## src/rtl/tag_align_bfly.sv

```systemverilog
module tag_align_bfly #(
  parameter int DW = 12,
  parameter int TW = 4
) (
  input  logic          clk,
  input  logic          rst_n,
  input  logic          in_vld,
  input  logic [TW-1:0] a_tag,
  input  logic [DW-1:0] a_re,
  input  logic [DW-1:0] a_im,
  input  logic [TW-1:0] b_tag,
  input  logic [DW-1:0] b_re,
  input  logic [DW-1:0] b_im,
  output logic          out_vld,
  output logic [TW-1:0] sum_tag,
  output logic [DW:0]   sum_re,
  output logic [DW:0]   sum_im,
  output logic [TW-1:0] dif_tag,
  output logic [DW:0]   dif_re,
  output logic [DW:0]   dif_im
);
  localparam int OW = DW + 1;
  localparam int MAXSH = DW - 1;

  logic [TW:0]   tdiff;
  logic          a_big;
  logic [TW-1:0] gap;
  logic [TW-1:0] sh;
  logic [TW-1:0] sh_a, sh_b;
  logic [TW-1:0] top_tag;

  assign tdiff   = {1'b0, a_tag} - {1'b0, b_tag};
  assign a_big   = ~tdiff[TW];
  assign gap     = a_big ? tdiff[TW-1:0] : (b_tag - a_tag);
  assign sh      = (32'(gap) > MAXSH) ? TW'(MAXSH) : gap;
  assign sh_a    = a_big ? '0 : sh;
  assign sh_b    = a_big ? sh : '0;
  assign top_tag = a_big ? a_tag : b_tag;

  logic signed [DW-1:0] ar_s, ai_s, br_s, bi_s;
  assign ar_s = $signed(a_re) >>> sh_a;
  assign ai_s = $signed(a_im) >>> sh_a;
  assign br_s = $signed(b_re) >>> sh_b;
  assign bi_s = $signed(b_im) >>> sh_b;

  logic signed [OW-1:0] s_re, s_im, d_re, d_im;
  assign s_re = OW'(ar_s) + OW'(br_s);
  assign s_im = OW'(ai_s) + OW'(bi_s);
  assign d_re = OW'(ar_s) - OW'(br_s);
  assign d_im = OW'(ai_s) - OW'(bi_s);

  always_ff @(posedge clk or negedge rst_n) begin
    if (!rst_n) begin
      out_vld <= 1'b0;
      sum_tag <= '0;
      dif_tag <= '0;
      sum_re  <= '0;
      sum_im  <= '0;
      dif_re  <= '0;
      dif_im  <= '0;
    end else begin
      out_vld <= in_vld;
      if (in_vld) begin
        sum_tag <= top_tag;
        dif_tag <= top_tag;
        sum_re  <= s_re;
        sum_im  <= s_im;
        dif_re  <= d_re;
        dif_im  <= d_im;
      end
    end
  end

  p_vld_hi_r6: assert property (@(posedge clk) disable iff (!rst_n)
    in_vld |=> out_vld);
  p_vld_lo_r6: assert property (@(posedge clk) disable iff (!rst_n)
    !in_vld |=> !out_vld);
  p_tag_max_r2: assert property (@(posedge clk) disable iff (!rst_n)
    in_vld |=> (sum_tag == dif_tag) && (sum_tag >= $past(a_tag)) &&
               (sum_tag >= $past(b_tag)) &&
               ((sum_tag == $past(a_tag)) || (sum_tag == $past(b_tag))));
  p_hold_r7: assert property (@(posedge clk) disable iff (!rst_n)
    !in_vld |=> $stable(sum_tag) && $stable(dif_tag) && $stable(sum_re) &&
                $stable(sum_im) && $stable(dif_re) && $stable(dif_im));
  p_noshift_r3: assert property (@(posedge clk) disable iff (!rst_n)
    (in_vld && a_tag == b_tag) |=>
      ($signed(sum_re) == $signed($past(a_re)) + $signed($past(b_re))) &&
      ($signed(dif_im) == $signed($past(a_im)) - $signed($past(b_im))));
endmodule

```

## config.mk

```make
export PLATFORM = sky130hd
export DESIGN_NAME = tag_align_bfly
export DESIGN_NICKNAME = d
export VERILOG_FILES = /design/src/rtl/tag_align_bfly.sv
export SDC_FILE = /design/constraint.sdc
export NUM_CORES = 1
export LEC_CHECK = 0
export CAP_MARGIN = 25
export CORE_UTILIZATION = 25
export CTS_BUF_LIST = sky130_fd_sc_hd__clkbuf_8
export DETAILED_ROUTE_END_ITERATION = 6
export PLACE_DENSITY = 0.5
export SLEW_MARGIN = 20
export SYNTH_ARGS = -nofsm -noshare
export SYNTH_HDL_FRONTEND = slang
export SYNTH_SLANG_ARGS = --single-unit
```

## constraint.sdc

```tcl
create_clock -name clk -period 1.9 [get_ports clk]
set_input_delay 0.38 -clock clk [delete_from_list [all_inputs] [get_ports clk]]
set_output_delay 0.38 -clock clk [all_outputs]
set_load 0.005 [all_outputs]
```

# Word-level counts from Yosys, hierarchy flattened
# Cells that the tools add are included.
# word_totals
n_memories	0
regBits	57
input_bits	59
ram_bits	0
rom_bits	0
latch_bits	0
# op_classes
n_reduce_logical	0
n_mul	0
magnitude_cmp	1
bitwise	0
n_addsub	6
n_eq_ne	0
shifts	4
mux	5
div_mod_pow	0
# op_table
op	count
$sshr A12 B4 Y12	4
$add A12 B12 Y13	2
$sub A12 B12 Y13	2
$mux W4	5
$sub A4 B4 Y5	1
$gt A4 B4 Y1 const B	1
$sub A4 B4 Y4	1

# Logic depth before layout (Yosys ltp)
# depth
word_depth	7
ltp_mapped	25
depth_no_buf	23

# Worst setup path after synthesis
# OpenSTA, ideal clock, no wires.
# synth_timing
kind	input-to-reg
startpoint	input b_tag[0]
endpoint	register dif_re[10]
n_path_buf	2
cell_stages	23
arrival_time_ns	4.484
t_required_ns	1.763
setup_time_ns	0.137
path_slack_ns	-2.721
cell_sequence	inv_1 ha_1 inv_1 fa_1 nor2b_1 a22o_4 nor2_1 buf_2 nand2_1 nand2_1 clkbuf_1 o211ai_1 o221ai_1 ha_1 inv_1 fa_1 a21oi_1 o21a_1 o21ba_2 o31ai_1 a2111oi_0 xnor2_1 a21oi_1
# synth_between
elab_chain_cells	7
# synth_rtl
element	line	text
start, declared	11	input logic [TW-1:0] b_tag,
$sub A4 B4 Y5 or $sub A4 B4 Y4 (tied branches)	32, 34	
$mux W4	34	assign gap = a_big ? tdiff[TW-1:0] : (b_tag - a_tag);
$gt A4 B4 Y1	35	assign sh = (32'(gap) > MAXSH) ? TW'(MAXSH) : gap;
$mux W4	35	
$mux W4, on equally long branches	36, 37	
$sshr A12 B4 Y12, on equally long branches	41, 43	
$sub A12 B12 Y13 (*)	49	assign d_re = OW'(ar_s) - OW'(br_s);
end signal, assigned	68	dif_re <= d_re;
end, declared	19	output logic [DW:0] dif_re,
# Mark *: on every way between the ends. The rest lies on a longest branch, timed or not.
# A chain may end at the register's enable or synchronous reset.

# Worst setup path in the final report
# layout_timing
startpoint	input b_tag[0]
endpoint	register dif_im[12]
# layout_between
elab_chain_cells	7
# layout_rtl
element	line	text
$sub A4 B4 Y5 or $sub A4 B4 Y4 (tied branches)	32, 34	
$mux W4	34	
$gt A4 B4 Y1	35	
$mux W4	35	
$mux W4, on equally long branches	36, 37	
$sshr A12 B4 Y12, on equally long branches	42, 44	
$sub A12 B12 Y13 (*)	50	assign d_im = OW'(ai_s) - OW'(bi_s);
end signal, assigned	69	dif_im <= d_im;
end, declared	20	output logic [DW:0] dif_im
# Marks and branches as above.

==> flow_summary.toml <==
[finish]
finalNonFillerCells = 1572
num_antenna_cells = 0
final_layout_size_suffix_gt1_share_pct = 51.2
fin_nets = 1356
finalCoreUtilization_pct = 48.1
syn2layout_area_growth_pct = 88.2

[placed_design]
placement.io_buffers = 119
dp.final_hpwl_mm = 21.4
placer_s_final_routability_congestion_estimate = 0.961
place_inst = 1508

[yosys]
ys_ff_latch = 55
synth_nets = 939
synth-xor-area-share_pct = 4.61
synth_common_cells = "sky130_fd_sc_hd__nor2_1 (87), sky130_fd_sc_hd__nand2_1 (82), sky130_fd_sc_hd__a21oi_1 (66)"
synth_simple_gate_area_share_pct = 17.4
postSynthCellCount = 819
yosys-mux-area-fraction_pct = 14.9
yosys.cell_types.count = 77
netlist_area_pre_place_mm2 = 0.00665
yosysTopAreaCellShare_pct = 20.7
avgSynthCellArea_um2 = 8.12
yosys_warnings = 0
synth_seq_area_share_pct = 20.7
synthMostInstantiatedCell = "sky130_fd_sc_hd__nor2_1"
ys_async_sr_fraction_pct = 100
post-synth-top-area-cell = "sky130_fd_sc_hd__dfrtp_1"
area_fraction_in_compound_gates_after_synthesis_pct = 23.8
synth_adder_area_share_pct = 12.1
largest_family_of_logic_cells_by_synthesized_area = "compound AO/OA/AOI/OAI gates"
ys_dominant_reg_cell = "sky130_fd_sc_hd__dfrtp_1"
ys_top_cells_by_area = "sky130_fd_sc_hd__dfrtp_1 (21%), sky130_fd_sc_hd__ha_1 (10%), sky130_fd_sc_hd__mux2_2 (8.0%)"
synth_enable_flop_cells = 0

[timing]
timing_worst_slew_pin_value_ps = 597
grt_setup_unrepaired = "yes"
report.final.slew_viol_count = 0
finalHoldViolCount = 0
final_period_minus_worst_setup_slack_ps = 4600
timing.final.ws_setup_ps = -2700
finalSetupViolCount = 50
slew-limit-headroom_pct = 60.2
worst_clock_skew_ps = 0
setup-tns-final_ps = -110990
period_share_pct = 242
fmax_mhz = 218

[route]
vias_per_cell = 4.92
detail_route.drc_violations = 0
via_count = 7737
wire_per_inst_um = 17.6
first_iter_violations = 401
ant_nets = 0
postRouteWirelength_mm = 27.7
dr.pass1.iters = 5

[floorplan]
die-width_um = 165
design.core.area_mm2 = 0.0261
fp.dieH_um = 165
placementRows = 59
die_area_mm2 = 0.0273
initial_utilization_pct = 25.5
number_of_primary_i_o_pins = 120

[worst_hold_path]
min-delay-path-class = "in -> async"

[power]
power_mw = 17.2
powerDensity_mw_per_mm2 = 1370
leakage_nw = 5.51
peakVddDrop_uv = 689

[global_route]
gr_util_all_layers_pct = 20.4
grt_pass1_vias = 7865
grt_pass1_wl_mm = 42.9
grt_max_degree = 72
gr-total-overflow = 0
grt_antenna_before_repair = 0

[clock_network]
numClockSinks = 55
htreeDepth = 2
hold_buffers = 0
cts_root_buffer = "sky130_fd_sc_hd__clkbuf_8"
cts_tree = "built"
clock_latency_ps = 330
clock_path_buffers = 2
cts_buffers = 5
clkSlewWorstSetupHoldPaths_ps = 120

[critical_path]
worst_endpoint_required_time_ps = 2130
timing.critical_path.to_type = "flop"
worst-setup-path-type = "in -> reg"
critical_path.max_fanout = 7
startpoint_type = "input pin"
arr_time_crit_path_ps = 4820

[status]
violations = "negative setup slack"
run_status = "finished with violations"

[run]
number_of_violations_of_the_max_capacitance_limit = 0
## where the power goes
| part | leakage (nW) | switching [mW] | internal, mW | total [mW] |
|---|---|---|---|---|
| Combinational | 4.81 | 6.15 | 8.14 | 14.3 |
| Sequential | 0.641 | 0.312 | 1.72 | 2.03 |
| Clock | 0.0599 | 0.485 | 0.395 | 0.880 |
## state kept, by name, summed over array words and instances, names as in the netlist
register / count
dif_im: 13
sum_im: 12
sum_tag: 4
dif_re: 13
sum_re: 12
out_vld: 1
## per-layer routing
| metal | share of wire [%] | GRT usage, % |
|---|---|---|
| met1 | 46 | 27.4 |
| met2 | 49 | 34.4 |
| met3 | 3.5 | 2.22 |
| met4 | 1.9 | 5.59 |
| met5 | 0 | 0 |
## cells in the final DEF, fill, tap and decap left out, types with 7 or more instances in the layout
master and n:
sky130_fd_sc_hd__a21oi_1 36, sky130_fd_sc_hd__a21oi_2 23, sky130_fd_sc_hd__a21oi_4 11, sky130_fd_sc_hd__a221o_1 9, sky130_fd_sc_hd__a221oi_2 7, sky130_fd_sc_hd__and3_1 11
sky130_fd_sc_hd__buf_12 12, sky130_fd_sc_hd__buf_4 286, sky130_fd_sc_hd__buf_6 44, sky130_fd_sc_hd__clkdlybuf4s50_1 109, sky130_fd_sc_hd__dfrtp_1 55, sky130_fd_sc_hd__ha_1 33
sky130_fd_sc_hd__ha_4 20, sky130_fd_sc_hd__inv_1 28, sky130_fd_sc_hd__inv_2 10, sky130_fd_sc_hd__mux2_2 18, sky130_fd_sc_hd__mux2_4 29, sky130_fd_sc_hd__mux2i_1 27
sky130_fd_sc_hd__mux2i_2 10, sky130_fd_sc_hd__mux2i_4 9, sky130_fd_sc_hd__nand2_1 73, sky130_fd_sc_hd__nand2_2 9, sky130_fd_sc_hd__nand2b_1 7, sky130_fd_sc_hd__nand3_1 15
sky130_fd_sc_hd__nor2_1 71, sky130_fd_sc_hd__nor2_2 9, sky130_fd_sc_hd__nor2_4 8, sky130_fd_sc_hd__nor3_1 10, sky130_fd_sc_hd__o21ai_0 9, sky130_fd_sc_hd__o21ai_1 12
sky130_fd_sc_hd__o21ai_2 21, sky130_fd_sc_hd__xnor2_1 18, sky130_fd_sc_hd__xnor2_2 11
## logic make-up after synthesis
logic type / Yosys count
AND/OR/NAND/NOR: 251
AO/OA/AOI/OAI: 228
buffers and inverters: 96
multiplexers: 93
adder cells (fa/ha/maj): 61
flip-flops: 55
XOR/XNOR: 35
## what timing repair did
action,in CTS,in global routing
gates cloned,0,0
endpoints found under the setup margin,54,50
buffers inserted,50,26
gates resized for setup,217,117
pin swaps,106,111
## worst paths after layout
kind | startpoint | to | depth (start not counted) | slack [ps]
max | b_tag[0] | dif_im[12]$_DFFE_PN0P_ | 27 | -2700
min | rst_n | sum_re[10]$_DFFE_PN0P_ | 2 | 20
max reg2reg | dif_re[11]$_DFFE_PN0P_ | dif_re[11]$_DFFE_PN0P_ | 3 | 920
min reg2reg | sum_re[12]$_DFFE_PN0P_ | sum_re[12]$_DFFE_PN0P_ | 2 | 510
max in group asynchronous | rst_n | sum_im[3]$_DFFE_PN0P_ | 2 | 1620
min in group clk | a_tag[0] | sum_tag[0]$_DFFE_PN0P_ | 3 | 290
## metrics by stage
step	instance area (µm²)	worst slack [ps]	hold WS [ps]
2_1_floorplan	6990	-2350	84.4
3_3_place_gp	10500	-3650	412
3_5_place_dp	10500	-3690	419
4_1_cts	11900	-2750	33.8
5_1_grt	12500	-2840	49.3
6_report	12500	-2700	19.5
## critical path: stages
cell and delay [ps]:
sky130_fd_sc_hd__buf_12 120, sky130_fd_sc_hd__inv_12 40, sky130_fd_sc_hd__ha_4 110, sky130_fd_sc_hd__inv_2 30, sky130_fd_sc_hd__fa_2 330, sky130_fd_sc_hd__nor2b_4 130
sky130_fd_sc_hd__a22o_4 220, sky130_fd_sc_hd__buf_6 110, sky130_fd_sc_hd__or3_4 380, sky130_fd_sc_hd__nand3_4 130, sky130_fd_sc_hd__buf_12 120, sky130_fd_sc_hd__buf_12 100
sky130_fd_sc_hd__buf_12 120, sky130_fd_sc_hd__buf_6 100, sky130_fd_sc_hd__mux2i_2 230, sky130_fd_sc_hd__o21ai_2 110, sky130_fd_sc_hd__a221o_1 420, sky130_fd_sc_hd__ha_4 250
sky130_fd_sc_hd__inv_4 60, sky130_fd_sc_hd__buf_6 80, sky130_fd_sc_hd__a21oi_2 40, sky130_fd_sc_hd__o21a_1 190, sky130_fd_sc_hd__o21ba_4 240, sky130_fd_sc_hd__o31ai_4 300
sky130_fd_sc_hd__a311oi_2 180, sky130_fd_sc_hd__o2111ai_1 220, sky130_fd_sc_hd__o21ai_1 90
## final cells by class
cell class / instances / area [µm²]
clock inverter: 3 / 42.5
clock buffer: 5 / 68.8
fill: 2464 / 13500
sequential: 55 / 1380
tap: 335 / 419
inverter: 46 / 206
multi-input combinational: 668 / 6370
timing repair buffer: 460 / 4040
Power figures use the tool's default switching activity.
